File: src/rtl/nc_susp_pkg.sv
package nc_susp_pkg;
    typedef enum logic [2:0] {
        ST_STOPPED       = 3'd0,
        ST_RUN           = 3'd1,
        ST_DRAIN_ACTIVE  = 3'd2,
        ST_DRAIN_BUFFERS = 3'd3,
        ST_SUSPENDED     = 3'd4
    } susp_state_t;
endpackage

File: src/rtl/susp_drain_monitor.sv
module susp_drain_monitor #(
    parameter bit HAS_LBM = 1'b1
) (
    input  logic tx_dma_busy,
    input  logic rx_frame_busy,
    input  logic tx_fifo_empty,
    input  logic rx_fifo_empty,
    input  logic lbm_tx_empty,
    input  logic lbm_rx_empty,
    output logic active_idle,
    output logic buffers_empty
);
    logic lbm_clear;

    generate
        if (HAS_LBM) begin : g_lbm
            assign lbm_clear = lbm_tx_empty & lbm_rx_empty;
        end else begin : g_no_lbm
            // Without local buffer memory its flags never hold the drain.
            assign lbm_clear = 1'b1 | (lbm_tx_empty & lbm_rx_empty);
        end
    endgenerate

    assign active_idle   = ~tx_dma_busy & ~rx_frame_busy;
    assign buffers_empty = tx_fifo_empty & rx_fifo_empty & lbm_clear;
endmodule

File: src/rtl/susp_fsm.sv
module susp_fsm
    import nc_susp_pkg::*;
(
    input  logic        clk,
    input  logic        rst_n,
    input  logic        soft_rst,
    input  logic        stop_req,
    input  logic        init_done,
    input  logic        suspend_req,
    input  logic        fast_en,
    input  logic        active_idle,
    input  logic        buffers_empty,
    output susp_state_t state,
    output logic        rx_accept_en,
    output logic        tx_fetch_en,
    output logic        susp_status,
    output logic        idx_run,
    output logic        idx_clr
);
    susp_state_t nxt;

    always_comb begin
        nxt = state;
        if (soft_rst || stop_req) begin
            nxt = ST_STOPPED;
        end else begin
            unique case (state)
                ST_STOPPED:       if (init_done) nxt = ST_RUN;
                ST_RUN:           if (suspend_req) nxt = ST_DRAIN_ACTIVE;
                ST_DRAIN_ACTIVE: begin
                    if (!suspend_req)     nxt = ST_RUN;
                    else if (active_idle) nxt = fast_en ? ST_SUSPENDED : ST_DRAIN_BUFFERS;
                end
                ST_DRAIN_BUFFERS: begin
                    if (!suspend_req)       nxt = ST_RUN;
                    else if (buffers_empty) nxt = ST_SUSPENDED;
                end
                ST_SUSPENDED:     if (!suspend_req) nxt = ST_RUN;
                default:          nxt = ST_STOPPED;
            endcase
        end
    end

    always_ff @(posedge clk or negedge rst_n) begin
        if (!rst_n) state <= ST_STOPPED;
        else        state <= nxt;
    end

    always_comb begin
        rx_accept_en = 1'b0;
        tx_fetch_en  = 1'b0;
        susp_status  = 1'b0;
        idx_run      = 1'b0;
        idx_clr      = soft_rst | stop_req;
        unique case (state)
            ST_STOPPED:       idx_clr = 1'b1;
            ST_RUN: begin
                rx_accept_en = 1'b1;
                tx_fetch_en  = 1'b1;
                idx_run      = 1'b1;
            end
            ST_DRAIN_ACTIVE:  idx_run = 1'b1;
            ST_DRAIN_BUFFERS: idx_run = 1'b1;
            ST_SUSPENDED:     susp_status = 1'b1;
            default:          idx_clr = 1'b1;
        endcase
    end
endmodule

File: src/rtl/ring_index_keeper.sv
module ring_index_keeper #(
    parameter int RING_LEN = 16,
    localparam int W = (RING_LEN > 1) ? $clog2(RING_LEN) : 1
) (
    input  logic         clk,
    input  logic         rst_n,
    input  logic         clr,
    input  logic         run,
    input  logic         adv,
    output logic [W-1:0] idx
);
    localparam logic [W-1:0] LAST = W'(RING_LEN - 1);

    always_ff @(posedge clk or negedge rst_n) begin
        if (!rst_n)              idx <= '0;
        else if (clr)            idx <= '0;
        else if (run && adv)     idx <= (idx == LAST) ? '0 : idx + 1'b1;
    end
endmodule

File: src/rtl/nc_suspend_seq.sv
module nc_suspend_seq
    import nc_susp_pkg::*;
#(
    parameter int TX_RING_LEN = 16,
    parameter int RX_RING_LEN = 16,
    parameter bit HAS_LBM     = 1'b1,
    localparam int TXW = (TX_RING_LEN > 1) ? $clog2(TX_RING_LEN) : 1,
    localparam int RXW = (RX_RING_LEN > 1) ? $clog2(RX_RING_LEN) : 1
) (
    input  logic           clk,
    input  logic           rst_n,
    input  logic           soft_rst,
    input  logic           stop_req,
    input  logic           init_done,
    input  logic           suspend_req,
    input  logic           fast_en,
    input  logic           tx_dma_busy,
    input  logic           rx_frame_busy,
    input  logic           tx_fifo_empty,
    input  logic           rx_fifo_empty,
    input  logic           lbm_tx_empty,
    input  logic           lbm_rx_empty,
    input  logic           tx_adv,
    input  logic           rx_adv,
    output logic           rx_accept_en,
    output logic           tx_fetch_en,
    output logic           susp_status,
    output logic [2:0]     state_o,
    output logic [TXW-1:0] tx_idx,
    output logic [RXW-1:0] rx_idx
);
    logic        active_idle, buffers_empty, idx_run, idx_clr;
    susp_state_t state;

    susp_drain_monitor #(.HAS_LBM(HAS_LBM)) u_mon (
        .tx_dma_busy  (tx_dma_busy),
        .rx_frame_busy(rx_frame_busy),
        .tx_fifo_empty(tx_fifo_empty),
        .rx_fifo_empty(rx_fifo_empty),
        .lbm_tx_empty (lbm_tx_empty),
        .lbm_rx_empty (lbm_rx_empty),
        .active_idle  (active_idle),
        .buffers_empty(buffers_empty)
    );

    susp_fsm u_fsm (
        .clk          (clk),
        .rst_n        (rst_n),
        .soft_rst     (soft_rst),
        .stop_req     (stop_req),
        .init_done    (init_done),
        .suspend_req  (suspend_req),
        .fast_en      (fast_en),
        .active_idle  (active_idle),
        .buffers_empty(buffers_empty),
        .state        (state),
        .rx_accept_en (rx_accept_en),
        .tx_fetch_en  (tx_fetch_en),
        .susp_status  (susp_status),
        .idx_run      (idx_run),
        .idx_clr      (idx_clr)
    );

    ring_index_keeper #(.RING_LEN(TX_RING_LEN)) u_tx_ring (
        .clk(clk), .rst_n(rst_n), .clr(idx_clr), .run(idx_run), .adv(tx_adv), .idx(tx_idx)
    );

    ring_index_keeper #(.RING_LEN(RX_RING_LEN)) u_rx_ring (
        .clk(clk), .rst_n(rst_n), .clr(idx_clr), .run(idx_run), .adv(rx_adv), .idx(rx_idx)
    );

    assign state_o = state;
endmodule

File: config.mk
export PLATFORM = sky130hd
export DESIGN_NAME = nc_suspend_seq
export DESIGN_NICKNAME = d
export VERILOG_FILES = /design/src/rtl/nc_susp_pkg.sv /design/src/rtl/susp_drain_monitor.sv /design/src/rtl/susp_fsm.sv /design/src/rtl/ring_index_keeper.sv /design/src/rtl/nc_suspend_seq.sv
export SDC_FILE = /design/constraint.sdc
export NUM_CORES = 1
export LEC_CHECK = 0
export BUFFER_PORTS_ARGS = -buffer_cell sky130_fd_sc_hd__buf_2
export CAP_MARGIN = 20
export CORE_MARGIN = 2
export CORE_UTILIZATION = 48
export CTS_CLUSTER_SIZE = 24
export DETAILED_ROUTE_END_ITERATION = 8
export PLACE_DENSITY = 0.91
export SYNTH_ARGS = -nofsm -noshare
export SYNTH_HDL_FRONTEND = slang
export SYNTH_SLANG_ARGS = --single-unit
File: constraint.sdc
create_clock -name clk -period 2.4 [get_ports clk]
set_clock_uncertainty 0.2 [all_clocks]
set_input_delay 0.36 -clock clk [delete_from_list [all_inputs] [get_ports clk]]
set_output_delay 0.36 -clock clk [all_outputs]
set_load 0.05 [all_outputs]
==> metrics.csv <==
stage;metric;value;unit
logic_synthesis;largest cells by area after synthesis;dfrtp_1 (41%), a21oi_1 (6.8%), nand2_1 (5.6%);
setup_path;Critical Path AT;1.36;ns
drt;final WL;1600;µm
power_and_ir_drop;Leak;0.418;nW
hold_path;min-delay src;stop_req;
floorplan;Die Y;41.2;µm
grt;gr usage total;22.3;%
grt;vias in the first global route;593;
logic_synthesis;Mapped Avg Cell Area;8.74;µm²
timing;Period Utilization, post-route;80.1;%
logic_synthesis;most common cell in the synthesized netlist;dfrtp_1;
clocking;Clock H-tree levels;1;
finish;layout cells sized above 1;33.0;%
placement;hpwl dp;1170;µm
power_and_ir_drop;pwr dens;450;mW/mm²
logic_synthesis;Yosys cell types;27;
hold_path;worst hold stages;2;
logic_synthesis;number of synthesized flops with an enable pin;0;
logic_synthesis;synth warn;0;
placement;Placed Instances;116;
logic_synthesis;ys async rst share;100;%
clocking;clock sinks;11;
setup_path;FF-to-FF End;u_tx_ring.idx[3];
setup_path;setup slack, reg-to-reg;0.63;ns
placement;pre-CTS setup slack;0.649;ns
setup_path;Worst Path Required;1.84;ns
setup_path;critical path launch point type;flip-flop;
logic_synthesis;top cells by count, synth;dfrtp_1 (11), nand2_1 (10), a21oi_1 (9);
run_status;status;completed;
finish;Final #Nets;124;
timing;worst slew pin tran;0.576;ns
logic_synthesis;syn nets;93;
finish;Seq. cell area;275;µm²
clocking;Reg clk slew, reported paths;0.07;ns
drt;top sig layer;met4;
grt;gr ovfl total;0;
drt;Vias/cell;5.67;
power_and_ir_drop;total power;0.383;mW
floorplan;core footprint;0.00130;mm²
floorplan;DIE WIDTH;41.2;µm
setup_path;WS Path Type;reg -> out;
timing;Max Slew Vio Count;0;
clocking;clk_lat worst skew;0.28;ns
finish;final design utilization;65.3;%
drt;DRT met1 WL;654;µm
finish;area occupied by multi-input gates;375;µm²
finish;post-route cell area;850;µm²
logic_synthesis;post-synth top area cell;dfrtp_1;
run;max-cap violations;0;
logic_synthesis;Yosys top cell area share;41.4;%
logic_synthesis;sequential area share after synthesis;41.4;%
logic_synthesis;synthesized instance count;76;
clocking;maximum buffer depth of the clock tree;2;
grt;initial antenna violation count;0;
timing;hold violation total from the final report;0;
drt;met2 WL;818;µm
setup_path;Critical path origin;u_fsm.state[0];
setup_path;CP Capture Type;primary output;
timing;Max Fclk;520;MHz
timing;RSZ-0062 raised after global routing;no;
setup_path;CP Capture Point;susp_status;
floorplan;FP Rows;13;
finish;synthesis-to-layout area growth;27.9;%
setup_path;critical path fanouts, max;12;
finish;non-filler cells, final;121;
drt;DRC;0;
floorplan;die area;0.00170;mm²
setup_path;R2R depth;4;
logic_synthesis;synthesized flop and latch total;11;
setup_path;worst reg2reg startpoint;u_fsm.state[0];
floorplan;Ports;29;
clocking;CTS Buf Count;3;
placement;placer congestion estimate;0.852;
finish;number of antenna diodes;0;
grt;largest net degree at the start of global routing;13;
drt;total vias in the final route;686;
drt;routed wl met3;100;µm
placement;placed inst area;813;µm²
finish;Filler Cells Inserted;119;
grt;global-route wire length before repair;2370;µm
clocking;CTS root buf;clkbuf_4;
drt;Routed Antenna Nets;0;
power_and_ir_drop;peak supply drop;0.000295;V
placement;IO buf count;28;
logic_synthesis;mapped cell area;664;µm²
logic_synthesis;Synth Flop Type;dfrtp_1;
floorplan;Initial Util;51.1;%
timing;normalized max-slew margin;61.4;%
drt;Starting DRT DRC Count;29;
hold_path;worst min path class;in -> reg;
timing;final critical-path required period;1.92;ns
drt;wire per inst;13.2;µm
clocking;CTS tree;done;
timing;Final WS setup;0.477;ns
clocking;post-CTS setup buffer count;0;
drt;TritonRoute pass-1 iters;5;
clocking;CTS resizes;0;
timing;# setup viols final;0;
==> sequential cells by signal (all words and copies together) (netlist names) <==
signal,flops
u_rx_ring.idx,4
u_tx_ring.idx,4
u_fsm.state,3
==> critical path, stage by stage, from the launching register on <==
cell	delay, ns
dfrtp_1	0.51
nor3_2	0.27
buf_2	0.31
==> report_power, final <==
part | leakage (nW) | total [mW] | internal [mW] | switching [mW]
logic | 0.250 | 0.0606 | 0.0229 | 0.0377
clock network | 0.0150 | 0.131 | 0.0645 | 0.0663
registers | 0.153 | 0.191 | 0.187 | 0.00463
==> area by class of cell <==
cell class / instances / area share [%]
Inverter: 1 / 0.442
Clock buffer: 4 / 3.09
Multi-Input combinational cell: 61 / 44.2
Timing Repair Buffer: 29 / 17.7
Sequential cell: 11 / 32.4
Tap cell: 15 / 2.21
==> worst min path at each step <==
stage / endpoint
2_1_floorplan: u_fsm.state[0]
3_3_place_gp: u_tx_ring.idx[0]
3_5_place_dp: u_tx_ring.idx[1]
4_1_cts: u_fsm.state[1]
5_1_grt: u_fsm.state[1]
6_report: u_fsm.state[1]
==> stage by stage <==
stage               hold WS, ns  setup TNS (ns)
finish                   0.0452               0
CTS                      0.0414               0
floorplan                -0.136         -0.0937
detailed placement       0.0364               0
global placement         0.0363               0
global route             0.0351               0
==> cells in the final DEF, fill, tap and decap left out <==
| master | netlist | layout |
|---|---|---|
| buf_2 | 1 | 28 |
| dfrtp_1 | 11 | 11 |
| nand2_1 | 10 | 10 |
| a21oi_1 | 9 | 9 |
| nand3_1 | 7 | 7 |
| nor2_1 | 5 | 5 |
| o21ai_0 | 3 | 3 |
| clkbuf_4 | 0 | 3 |
| a311o_1 | 2 | 2 |
| nor3_1 | 3 | 2 |
| nor3b_1 | 3 | 2 |
| xor2_1 | 2 | 2 |
| or3_1 | 2 | 2 |
| and2_1 | 2 | 2 |
| ha_1 | 2 | 2 |
| nor3b_2 | 0 | 1 |
| inv_1 | 1 | 1 |
| nor3_2 | 0 | 1 |
| o21ba_1 | 1 | 1 |
| o21ai_1 | 1 | 1 |
| mux2_2 | 1 | 1 |
| and3_1 | 1 | 1 |
| nand2b_1 | 1 | 1 |
| a32oi_1 | 1 | 1 |
| o21a_1 | 1 | 1 |
| o22ai_1 | 1 | 1 |
| a2bb2oi_1 | 1 | 1 |
| mux2i_1 | 1 | 1 |
| a31o_2 | 1 | 1 |
| clkbuf_1 | 0 | 1 |
| dlygate4sd3_1 | 0 | 1 |
==> kinds of logic after synthesis <==
| family | synth area share [%] |
|---|---|
| flops | 41.4 |
| buf+inv | 3.58 |
| mux | 3.20 |
| simple gates | 25.0 |
| fa+ha+maj | 3.77 |
| compound gates | 20.3 |
| xor+xnor | 2.64 |
==> routing by layer <==
layer / up-vias / global-route usage [%]
met5: - / 0
met1: 315 / 25.6
met3: 4 / 7.07
met4: 0 / 10.5
met2: 30 / 37.1
li1: 337 / -
==> what timing repair did <==
action | CTS | global route
endpoints found under the hold margin | 11 | 0
hold buffers | 1 | 0
endpoints found under the setup margin | 0 | 0
Note: power is estimated with default switching activity, not from simulation.
